$ cat config.mk
export PLATFORM = sky130hd
export DESIGN_NAME = duo_rate_audio_port
export DESIGN_NICKNAME = d
export VERILOG_FILES = /design/src/rtl/duo_port_pkg.sv /design/src/rtl/duo_edge_sync.sv /design/src/rtl/duo_slot_tracker.sv /design/src/rtl/duo_rx_deser.sv /design/src/rtl/duo_tx_ser.sv /design/src/rtl/duo_rate_audio_port.sv
export SDC_FILE = /design/constraint.sdc
export NUM_CORES = 1
export LEC_CHECK = 0
export BUFFER_PORTS_ARGS = -buffer_cell sky130_fd_sc_hd__buf_2
export CAP_MARGIN = 20
export CELL_PAD_IN_SITES_DETAIL_PLACEMENT = 0
export CELL_PAD_IN_SITES_GLOBAL_PLACEMENT = 2
export CORE_ASPECT_RATIO = 0.7
export CORE_MARGIN = 2
export CORE_UTILIZATION = 39
export CTS_BUF_LIST = sky130_fd_sc_hd__clkbuf_8
export DETAILED_ROUTE_END_ITERATION = 6
export PLACE_DENSITY_LB_ADDON = 0.1
export SLEW_MARGIN = 20
export SYNTH_ARGS = -nofsm -noshare
export SYNTH_HDL_FRONTEND = slang
export SYNTH_SLANG_ARGS = --single-unit
$ cat constraint.sdc
create_clock -name clk -period 11.9 [get_ports clk]
set_input_delay 0.595 -clock clk [delete_from_list [all_inputs] [get_ports clk]]
set_output_delay 0.595 -clock clk [all_outputs]
set_load 0.01 [all_outputs]
$ cat src/rtl/duo_port_pkg.sv
package duo_port_pkg;

    localparam int POS_W = 8;

    typedef enum logic {
        FRAME_PULSE = 1'b0,
        FRAME_LEVEL = 1'b1
    } frame_fmt_e;

    typedef enum logic [1:0] {
        WORD_16 = 2'd0,
        WORD_20 = 2'd1,
        WORD_24 = 2'd2,
        WORD_32 = 2'd3
    } word_len_e;

    typedef struct packed {
        logic             active;
        logic             right;
        logic [POS_W-1:0] pos;
    } slot_info_t;

    // word length code to bit count
    function automatic int unsigned word_bits(word_len_e wl);
        case (wl)
            WORD_16: return 16;
            WORD_20: return 20;
            WORD_24: return 24;
            default: return 32;
        endcase
    endfunction

    // Map a slot count (bit clocks since marker) to channel and bit position.
    function automatic slot_info_t decode_slot(frame_fmt_e fmt, logic half,
                                               int unsigned cnt, int unsigned ofs,
                                               int unsigned nbits);
        slot_info_t  s;
        int unsigned p;
        s = '0;
        p = 0;
        if (cnt >= ofs) begin
            p = cnt - ofs;
            if (fmt == FRAME_PULSE) begin
                if (p < nbits) begin
                    s.active = 1'b1;
                    s.pos    = POS_W'(p);
                end else if (p < 2 * nbits) begin
                    s.active = 1'b1;
                    s.right  = 1'b1;
                    s.pos    = POS_W'(p - nbits);
                end
            end else if (p < nbits) begin
                s.active = 1'b1;
                s.right  = half;
                s.pos    = POS_W'(p);
            end
        end
        return s;
    endfunction

endpackage

$ cat src/rtl/duo_edge_sync.sv
module duo_edge_sync #(
    parameter int LINES = 3
) (
    input  logic             clk,
    input  logic             rst,
    input  logic             bclk,
    input  logic [LINES-1:0] lines_in,
    output logic             rise,
    output logic             fall,
    output logic [LINES-1:0] lines_s
);
    logic bclk_s;
    logic bclk_d;

    always_ff @(posedge clk) begin
        if (rst) begin
            bclk_s  <= 1'b0;
            bclk_d  <= 1'b0;
            lines_s <= '0;
        end else begin
            bclk_s  <= bclk;
            bclk_d  <= bclk_s;
            lines_s <= lines_in;
        end
    end

    assign rise = bclk_s & ~bclk_d;
    assign fall = ~bclk_s & bclk_d;

endmodule

$ cat src/rtl/duo_slot_tracker.sv
module duo_slot_tracker
    import duo_port_pkg::*;
#(
    parameter int CNT_W = 9
) (
    input  logic             clk,
    input  logic             rst,
    input  logic             rise,
    input  logic             wc,
    input  frame_fmt_e       fmt,
    output logic [CNT_W-1:0] cnt,
    output logic             half,
    output logic             frame_start
);
    logic wc_d;
    logic edge_up;
    logic edge_dn;
    logic half_start;

    assign edge_up     = rise & wc & ~wc_d;
    assign edge_dn     = rise & ~wc & wc_d;
    assign half_start  = edge_up | ((fmt == FRAME_LEVEL) & edge_dn);
    assign frame_start = edge_up;

    // cnt holds the slot index of the next rising edge; all-ones means idle
    always_ff @(posedge clk) begin
        if (rst) begin
            wc_d <= 1'b0;
            cnt  <= '1;
            half <= 1'b0;
        end else if (rise) begin
            wc_d <= wc;
            if (half_start) begin
                cnt  <= '0;
                half <= (fmt == FRAME_LEVEL) & edge_dn;
            end else if (cnt != '1) begin
                cnt <= cnt + 1'b1;
            end
        end
    end

    a_r4_half_restart: assert property (@(posedge clk) disable iff (rst)
        half_start |=> (cnt == '0));

    a_r11_idle_hold: assert property (@(posedge clk) disable iff (rst)
        !rise |=> $stable(cnt) && $stable(half));

endmodule

$ cat src/rtl/duo_rx_deser.sv
module duo_rx_deser
    import duo_port_pkg::*;
#(
    parameter int SAMPLE_W = 32,
    parameter int CNT_W    = 9,
    parameter int OFS_W    = 8
) (
    input  logic                clk,
    input  logic                rst,
    input  logic                rise,
    input  logic                din,
    input  frame_fmt_e          fmt,
    input  word_len_e           wlen,
    input  logic [OFS_W-1:0]    ofs,
    input  logic [CNT_W-1:0]    cnt,
    input  logic                half,
    input  logic                frame_start,
    output logic [SAMPLE_W-1:0] rx_left,
    output logic [SAMPLE_W-1:0] rx_right,
    output logic                rx_valid
);
    localparam int IDX_W = $clog2(SAMPLE_W);

    slot_info_t          slot;
    int unsigned         nb;
    logic [IDX_W-1:0]    idx;
    logic [SAMPLE_W-1:0] acc;
    logic [SAMPLE_W-1:0] acc_nx;
    logic [SAMPLE_W-1:0] left_hold;
    logic                take;
    logic                done;

    always_comb begin
        nb     = word_bits(wlen);
        slot   = decode_slot(fmt, half, 32'(cnt), 32'(ofs), nb);
        idx    = IDX_W'(SAMPLE_W - 1 - int'(slot.pos));
        acc_nx = (slot.pos == '0) ? '0 : acc;
        acc_nx[idx] = din;
        take   = rise & slot.active;
        done   = take & (slot.pos == POS_W'(nb - 1));
    end

    always_ff @(posedge clk) begin
        if (rst) begin
            acc       <= '0;
            left_hold <= '0;
            rx_left   <= '0;
            rx_right  <= '0;
            rx_valid  <= 1'b0;
        end else begin
            rx_valid <= 1'b0;
            if (take) begin
                acc <= acc_nx;
            end
            if (done && !slot.right) begin
                left_hold <= acc_nx;
            end else if (frame_start) begin
                left_hold <= '0;
            end
            if (done && slot.right) begin
                rx_left  <= left_hold;
                rx_right <= acc_nx;
                rx_valid <= 1'b1;
            end
        end
    end

    a_r5_one_cycle_strobe: assert property (@(posedge clk) disable iff (rst)
        rx_valid |=> !rx_valid);

    a_r5_pair_on_edge: assert property (@(posedge clk) disable iff (rst)
        !rise |=> $stable(rx_left) && $stable(rx_right));

endmodule

$ cat src/rtl/duo_tx_ser.sv
module duo_tx_ser
    import duo_port_pkg::*;
#(
    parameter int SAMPLE_W = 32,
    parameter int CNT_W    = 9,
    parameter int OFS_W    = 8
) (
    input  logic                clk,
    input  logic                rst,
    input  logic                fall,
    input  logic                frame_start,
    input  logic [SAMPLE_W-1:0] tx_left,
    input  logic [SAMPLE_W-1:0] tx_right,
    input  frame_fmt_e          fmt,
    input  word_len_e           wlen,
    input  logic [OFS_W-1:0]    ofs,
    input  logic [CNT_W-1:0]    cnt,
    input  logic                half,
    output logic                dout
);
    localparam int IDX_W = $clog2(SAMPLE_W);

    slot_info_t          slot;
    logic [IDX_W-1:0]    idx;
    logic [SAMPLE_W-1:0] sh_l;
    logic [SAMPLE_W-1:0] sh_r;
    logic                bit_nx;

    always_comb begin
        slot   = decode_slot(fmt, half, 32'(cnt), 32'(ofs), word_bits(wlen));
        idx    = IDX_W'(SAMPLE_W - 1 - int'(slot.pos));
        bit_nx = slot.active & (slot.right ? sh_r[idx] : sh_l[idx]);
    end

    always_ff @(posedge clk) begin
        if (rst) begin
            sh_l <= '0;
            sh_r <= '0;
            dout <= 1'b0;
        end else begin
            if (frame_start) begin
                sh_l <= tx_left;
                sh_r <= tx_right;
            end
            if (fall) begin
                dout <= bit_nx;
            end
        end
    end

    a_r6_change_after_fall: assert property (@(posedge clk) disable iff (rst)
        !fall |=> $stable(dout));

    a_r11_quiet_idle: assert property (@(posedge clk) disable iff (rst)
        (fall && (cnt == '1)) |=> (dout == 1'b0));

    a_r7_latch_window: assert property (@(posedge clk) disable iff (rst)
        !frame_start |=> $stable(sh_l) && $stable(sh_r));

endmodule

$ cat src/rtl/duo_rate_audio_port.sv
module duo_rate_audio_port
    import duo_port_pkg::*;
#(
    parameter int SAMPLE_W = 32,
    parameter int OFS_W    = 8
) (
    input  logic                clk,
    input  logic                rst,
    input  logic                fmt_sel,
    input  logic [1:0]          wlen_sel,
    input  logic [OFS_W-1:0]    word_ofs,
    input  logic                bclk,
    input  logic                wclk,
    input  logic                adwk,
    input  logic                din,
    output logic                dout,
    input  logic [SAMPLE_W-1:0] tx_left,
    input  logic [SAMPLE_W-1:0] tx_right,
    output logic [SAMPLE_W-1:0] rx_left,
    output logic [SAMPLE_W-1:0] rx_right,
    output logic                rx_valid
);
    // counter must pass the last data slot before reaching its idle value
    localparam int CNT_W   = $clog2((1 << OFS_W) + 2 * SAMPLE_W + 1);
    localparam int N_DIR   = 2;
    localparam int DIR_PLY = 0;
    localparam int DIR_REC = 1;

    frame_fmt_e       fmt_q;
    word_len_e        wlen_q;
    logic             rise;
    logic             fall;
    logic [2:0]       pins_s;
    logic [N_DIR-1:0] wc_s;
    logic [CNT_W-1:0] trk_cnt   [N_DIR];
    logic             trk_half  [N_DIR];
    logic             trk_start [N_DIR];

    assign fmt_q  = frame_fmt_e'(fmt_sel);
    assign wlen_q = word_len_e'(wlen_sel);

    duo_edge_sync #(.LINES(3)) u_sync (
        .clk      (clk),
        .rst      (rst),
        .bclk     (bclk),
        .lines_in ({din, adwk, wclk}),
        .rise     (rise),
        .fall     (fall),
        .lines_s  (pins_s)
    );

    assign wc_s = pins_s[1:0];

    for (genvar g = 0; g < N_DIR; g++) begin : g_trk
        duo_slot_tracker #(.CNT_W(CNT_W)) u_trk (
            .clk         (clk),
            .rst         (rst),
            .rise        (rise),
            .wc          (wc_s[g]),
            .fmt         (fmt_q),
            .cnt         (trk_cnt[g]),
            .half        (trk_half[g]),
            .frame_start (trk_start[g])
        );
    end

    duo_rx_deser #(.SAMPLE_W(SAMPLE_W), .CNT_W(CNT_W), .OFS_W(OFS_W)) u_rx (
        .clk         (clk),
        .rst         (rst),
        .rise        (rise),
        .din         (pins_s[2]),
        .fmt         (fmt_q),
        .wlen        (wlen_q),
        .ofs         (word_ofs),
        .cnt         (trk_cnt[DIR_PLY]),
        .half        (trk_half[DIR_PLY]),
        .frame_start (trk_start[DIR_PLY]),
        .rx_left     (rx_left),
        .rx_right    (rx_right),
        .rx_valid    (rx_valid)
    );

    duo_tx_ser #(.SAMPLE_W(SAMPLE_W), .CNT_W(CNT_W), .OFS_W(OFS_W)) u_tx (
        .clk         (clk),
        .rst         (rst),
        .fall        (fall),
        .frame_start (trk_start[DIR_REC]),
        .tx_left     (tx_left),
        .tx_right    (tx_right),
        .fmt         (fmt_q),
        .wlen        (wlen_q),
        .ofs         (word_ofs),
        .cnt         (trk_cnt[DIR_REC]),
        .half        (trk_half[DIR_REC]),
        .dout        (dout)
    );

    // reset clears the serial output and the received pair
    a_r1_reset_clear: assert property (@(posedge clk)
        rst |=> (dout == 1'b0) && (rx_valid == 1'b0) && (rx_left == '0) && (rx_right == '0));

endmodule

# == After elaboration in Yosys (flattened, before gate mapping) ==
# Cells that the tools add are included.
# word_totals
mem_count,0
latchBits,0
in_bits,81
output_inout_bits,66
mem_bits_rw,0
elab_cells,107
register_bits,221
romBits,0
# op_classes
n_eq_ne,5
add_sub_neg,9
reduce_logical,13
mul,0
n_lt_le_gt_ge,9
shift,0
n_div,0
n_bitwise,23
n_mux,31
# op_table
cell,count
$mux 32,3
$mux 10,8
$lt 32x6->1,2
$lt 32x7->1,2
$mux 9,4
$bwmux 32,1
$sub 9x8->10,2
$add 9x1->9 const B,2
$ge 9x8->1,2
$ne 9x9->1 const B,2
$pmux 6 s3,1
$mux 8,2
$sub 8x6->8,2
$and 1x1->1,15
$lt 5x6->1 const B,2
$bmux 1 s5,2
$sub 5x5->5 const A,2
$mux 1,9
$eq 8x8->1,1
$logic_not 8->1,1
$reduce_and 2->1,4
$sub 6x1->7 const B,1
$not 1->1,6
$reduce_bool 2->1,3
8 further kinds,11

# == Depth between registers and ports, before layout ==
# logic_depth
ltp_word,14
ltp_mapped,21
ltp_nobuf,19

# == Hierarchy ==
# From an unflattened synthesis, not the netlist that was laid out.
# unflattened
hier_cells,1300
area_unflattened_um2,11760.0
# by_module_without_submodules
module,area_per_inst_um2,cells_per_inst,n_inst,seq_area_each_um2
duo_rx_deser,6601.3,722,1,2582.5
duo_tx_ser,3813.7,422,1,1301.2
duo_slot_tracker,600.6,72,2,220.2
duo_edge_sync,143.9,12,1,100.1

# == Worst setup path after synthesis ==
# Ideal clock, no wire load.
# synth_path
path_type,in2reg
startpoint,input port word_ofs[0]
endpoint,register u_tx.dout
cell_stages,17
required_time_ns,11.799
arrival_time_ns,4.552
setup_slack_ns,7.247
setup_time_ns,0.101
cell_sequence,ha_1 fa_1 nor2b_1 o2111ai_1 a21boi_1 nor2_1 ha_1 or4_1 o31a_1 clkbuf_1 o31ai_2 nand2_1 buf_2 a311o_1 a211o_1 o2111a_1 o41ai_1
# synth_via
elab_chain_cells,11
# synth_rtl
element,line_no,text
"start, declared",duo_rate_audio_port.sv:11,"input logic [OFS_W-1:0] word_ofs,"
$sub 9x8->10,duo_port_pkg.sv:42,p = cnt - ofs;
$lt 32x7->1 / $sub 8x6->8 (equally long branches),"duo_port_pkg.sv:47, duo_port_pkg.sv:50",
$mux 10,duo_port_pkg.sv:47,end else if (p < 2 * nbits) begin
$mux 8,duo_port_pkg.sv:44,if (p < nbits) begin
$mux 10,duo_port_pkg.sv:43,if (fmt == FRAME_PULSE) begin
$mux 10 (*),duo_port_pkg.sv:41,if (cnt >= ofs) begin
$sub 5x5->5,duo_tx_ser.sv:31,idx = IDX_W'(SAMPLE_W - 1 - int'(slot.pos));
$bmux 1 s5,duo_tx_ser.sv:32,bit_nx = slot.active & (slot.right ? sh_r[idx] : sh_l[idx]);
$mux 1 (not written as such),duo_tx_ser.sv:32,
$mux 1,duo_tx_ser.sv:32,
$and 1x1->1 (*),duo_tx_ser.sv:32,
"end signal, assigned",duo_tx_ser.sv:46,dout <= bit_nx;
"end, declared",duo_tx_ser.sv:19,output logic dout
# Every way passes the cells marked *; elsewhere a longest branch is shown, timed or not. The select of a mux whose other input is x is not followed.
# A chain may end at the register's enable or synchronous reset.

# == Worst setup path in the final report ==
# layout_path
startpoint,register g_trk[0].u_trk.cnt[0]
endpoint,register u_rx.rx_left[8]
# layout_via
elab_chain_cells,9
# layout_rtl
element,line_no,text
"start, declared",duo_slot_tracker.sv:11,"output logic [CNT_W-1:0] cnt,"
"start signal, assigned",duo_slot_tracker.sv:37,cnt <= cnt + 1'b1;
$sub 9x8->10,duo_port_pkg.sv:42,
$lt 32x7->1 / $sub 8x6->8 (equally long branches),"duo_port_pkg.sv:47, duo_port_pkg.sv:50",
$mux 10,duo_port_pkg.sv:47,
$mux 8 / $mux 1 (equally long branches),duo_port_pkg.sv:44,
$mux 10,duo_port_pkg.sv:43,
$mux 10 (*),duo_port_pkg.sv:41,
$eq 8x8->1 / $and 1x1->1 (equally long branches),"duo_rx_deser.sv:40, duo_rx_deser.sv:39",
$and 1x1->1,duo_rx_deser.sv:40,done = take & (slot.pos == POS_W'(nb - 1));
$logic_and 1x1->1 (*),duo_rx_deser.sv:60,if (done && slot.right) begin
"end signal, assigned",duo_rx_deser.sv:61,rx_left <= left_hold;
"end, declared",duo_rx_deser.sv:18,"output logic [SAMPLE_W-1:0] rx_left,"
# Every way passes the cells marked *; elsewhere a longest branch is shown, timed or not.

==> summary.txt <==
Setup path
  – CP startpoint kind: register
  – Slowest stage delay, CP: approximately 0.68 ns
  – Critical path cell sequence: inv_1 -> ha_1 -> fa_1 -> nor2b_1 -> o21a_1 -> o21a_1 -> o311ai_4 -> nand2_1 -> inv_1 -> ha_1 -> nor4_1 -> o211ai_1 -> a21oi_1 -> mux2i_4 -> xnor2_1 -> or4_4 -> a311oi_4 -> buf_4 -> mux2i_1 -> nor2_1
  – Critical Path Fanout Max: just over 60
  – CP Data Arrival Time: ~5.8 ns
  – Reg2reg end: u_rx.rx_left[8]$_SDFFE_PP0P_
  – Minimum setup slack among reg-to-reg paths: 6.52 ns
  – Critical Path Sink Type: register
  – CP max stage cell: buf_4
  – CP Launch Point: g_trk[0].u_trk.cnt[0]$_SDFFE_PP1P_
  – Setup Crit Path Kind: register to register
  – Worst Path Required: 12.29 ns
  – FF-to-FF path depth: 20
  – Worst r2r src: g_trk[0].u_trk.cnt[0]$_SDFFE_PP1P_

Floorplanning
  – Die Outline Area: 29240 um2
  – Core box area: ~28000 um2
  – Chip height: between 100 and 150 um
  – Rows: 51
  – IO Count: between 100 and 150
  – Die Span X: 203.5 um
  – Initial core utilization: between 30% and 40%

GRT
  – Pin count of the biggest net entering global routing: 116
  – GRT Overall Usage: 21.25%
  – Grt total ovfl: 0
  – Grt peak-use layer: met1
  – Initial antenna violation count: 1
  – GR Layer Usage met1: around a third
  – Vias in the first global route: 8688
  – First-pass GRT wire length: 49110 um
  – Grt met2 use: 26.44%
  – M3 GR Usage: approximately 4.4%

Synth
  – Post-synth EDFFs: 0
  – Mapped Area: 10870 um2
  – Synth area leader: dfxtp_1
  – Post-synth top flop: dfxtp_1
  – Post-synthesis cell type count: 74
  – Share of the synthesized area in the top cell type: approximately two fifths
  – Synth area leaders: dfxtp_1, mux2i_1, nand2_1, nor2_1, a21oi_1
  – Register area share after synthesis: slightly above 40%
  – Syn_area_per_cell: 8.591 um2
  – Mapped Nets: 1388
  – Register bit total from synthesis: roughly 220
  – Async S/R FF share, synth: 0%
  – Synthesized instance count: 1265
  – Synth warn: 0

Flow run
  – Total of max-cap violations: 0

Layout
  – Most frequent cells in the layout: dfxtp_1, nand2_1, buf_2
  – # fillers: about 2800
  – Area delta synth->final: 16.15%
  – Finished Layout Cells: 1773
  – Final Net Count: 1500
  – Layout cells sized above 1: 17.20%
  – Final Cell Area: about 13000 um2
  – Commonest non-fill, non-tap cell in the layout: dfxtp_1

Detailed routing
  – DRC Markers: 0
  – DR WL/cell: approximately 18 um
  – Final WL: slightly above 30000 um
  – Via Count: between 9000 and 10000
  – DR iter-0 viols: ~530
  – Vias per std cell: 5.234
  – Pre-antenna DRT Iters: 5
  – DRT antenna net count: 0

Timing
  – Fin crit period: roughly 5.4 ns
  – Min Hold Slack: ~0.28 ns
  – Max-slew violations: 0
  – Final worst-path cycle share: about 45%
  – Hold Vio Cnt, Final: 0
  – Max frequency: around 190 MHz
  – Slew @ Worst Pin: around 0.90 ns
  – Setup Skew: between 0.02 and 0.025 ns
  – Relative slew slack: between 30% and 40%
  – Final setup violation count: 0
  – RSZ-0062 raised after global routing: false
  – TNS Setup: 0 ns

Clocking
  – Worst skew pair latency: 0.55 ns
  – Clock transition at path regs: approximately 0.060 ns
  – Total CTS buffers: 37
  – CTS Hold Bufs: 0
  – CTS tree: yes
  – Sink Count: approximately 220
  – CTS H-tree lvls: 2
  – Setup bufs post-CTS: 0
  – Deepest clock path buffer count: 3
  – Post_cts resized: 0
  – CTS Root Buffer Type: clkbuf_8

Hold path
  – Min-Delay Startpoint: tx_left[18]
  – Worst min-delay path category: primary input to register
  – Worst Hold Endpoint: u_tx.sh_l[18]$_SDFFE_PP0P_
  – Hold Path Stages: 3

Place
  – Routability congestion estimate: roughly 0.8
  – IO buf count: 146
  – Dpl hpwl: about 21000 um
  – DP Cell Count: ~1700
  – Placed Area: 11830 um2

Power
  – P_leak: ~0.0049 uW
  – Maximum vdd drop: 0.05872 mV
  – Pwr dens: 173.6 nW/um2

Outcome
  – Status: complete, no violations
## worst max-delay path by stage
| stage | endpoint | cells past startpoint |
|---|---|---|
| after floorplan | u_tx.dout$_SDFFE_PP0P_ | 17 |
| final | u_rx.rx_left[8]$_SDFFE_PP0P_ | 20 |
| after detailed placement | u_rx.rx_left[8]$_SDFFE_PP0P_ | 20 |
| after CTS | u_rx.rx_right[27]$_SDFFE_PP0P_ | 20 |
| after global routing | u_rx.rx_right[18]$_SDFFE_PP0P_ | 20 |
| after global placement | u_rx.rx_left[8]$_SDFFE_PP0P_ | 20 |
## logic make-up after synthesis
logic type | count (synthesis) | share of synthesized area [%]
compound gates | 336 | 22.32
xor+xnor | 28 | 2.257
fa+ha+maj | 42 | 5.112
buf+inv | 117 | 4.490
flops | 221 | 40.71
mux | 73 | 6.862
simple gates | 448 | 18.25
## flip-flops by register name (all words and copies together) (netlist names), 2 cells and up
signal and count:
g_trk.u_trk.half 2, u_tx.sh_l 32, u_rx.rx_right 32, u_rx.rx_left 32
g_trk.u_trk.wc_d 2, u_rx.acc 32, u_tx.sh_r 32, g_trk.u_trk.cnt 18
u_sync.lines_s 3, u_rx.left_hold 32
## stage by stage
| stage | setup WS [ns] | util (%) | power, uW |
|---|---|---|---|
| floorplan | 7.247 | - | 1294 |
| global placement | 6.306 | 42.81 | 1464 |
| detailed placement | 6.269 | 42.81 | 1467 |
| CTS | 6.513 | 45.68 | 2209 |
| global route | 5.987 | 45.68 | 2328 |
| finish | 6.521 | 45.69 | 2192 |
## layout make-up
type                    instances  area [um2]  area share [%]
repair buffers                159       834.6           6.611
diodes                          1       2.502         0.01982
inverters                      31       116.4          0.9218
well taps                     371       464.2           3.677
clock buffers                  47       646.9           5.124
flip-flops and latches        221        4424           35.05
clock inverters                16       145.1           1.150
multi-input cells             927        5989           47.45
## power breakdown
part / switching [uW] / leakage [uW] / internal [uW]
Combinational: 446 / 0.00266 / 226
Sequential: 25.8 / 0.00179 / 765
Clock: 310 / 0.000447 / 419
## worst max-delay path, delay by kind of cell, from the launching register on
family / cells / cell delay [ns]
AOI/OAI and AO/OA: 6 / 1.41
xor gates and xnor gates: 1 / 0.17
buffers and inverters: 3 / 0.80
and+or+nand+nor: 5 / 1.15
DFF: 1 / 0.41
muxes: 2 / 0.40
adders and majority gates: 3 / 0.82
## layer usage
metal / part of all wire, % / vias to the layer above
met2: 35 / 189
met3: 5.3 / 39
met4: 1.3 / 0
met1: 58 / 4322
li1: - / 4729
met5: 0 / -
## cell usage after synthesis, types with 12 or more instances
cell type	number
dfxtp_1	221
nand2_1	179
nor2_1	141
a21oi_1	102
mux2i_1	70
clkbuf_1	66
ha_1	38
nor3_1	38
a211oi_1	36
inv_1	30
o21ai_0	22
o2bb2ai_1	21
nor2b_1	20
o31ai_1	20
o21bai_1	19
a22o_1	16
xnor2_1	15
xor2_1	13
a31oi_1	12
buf_2	12
nand2b_1	12
Note: power is estimated with default switching activity, not from simulation.
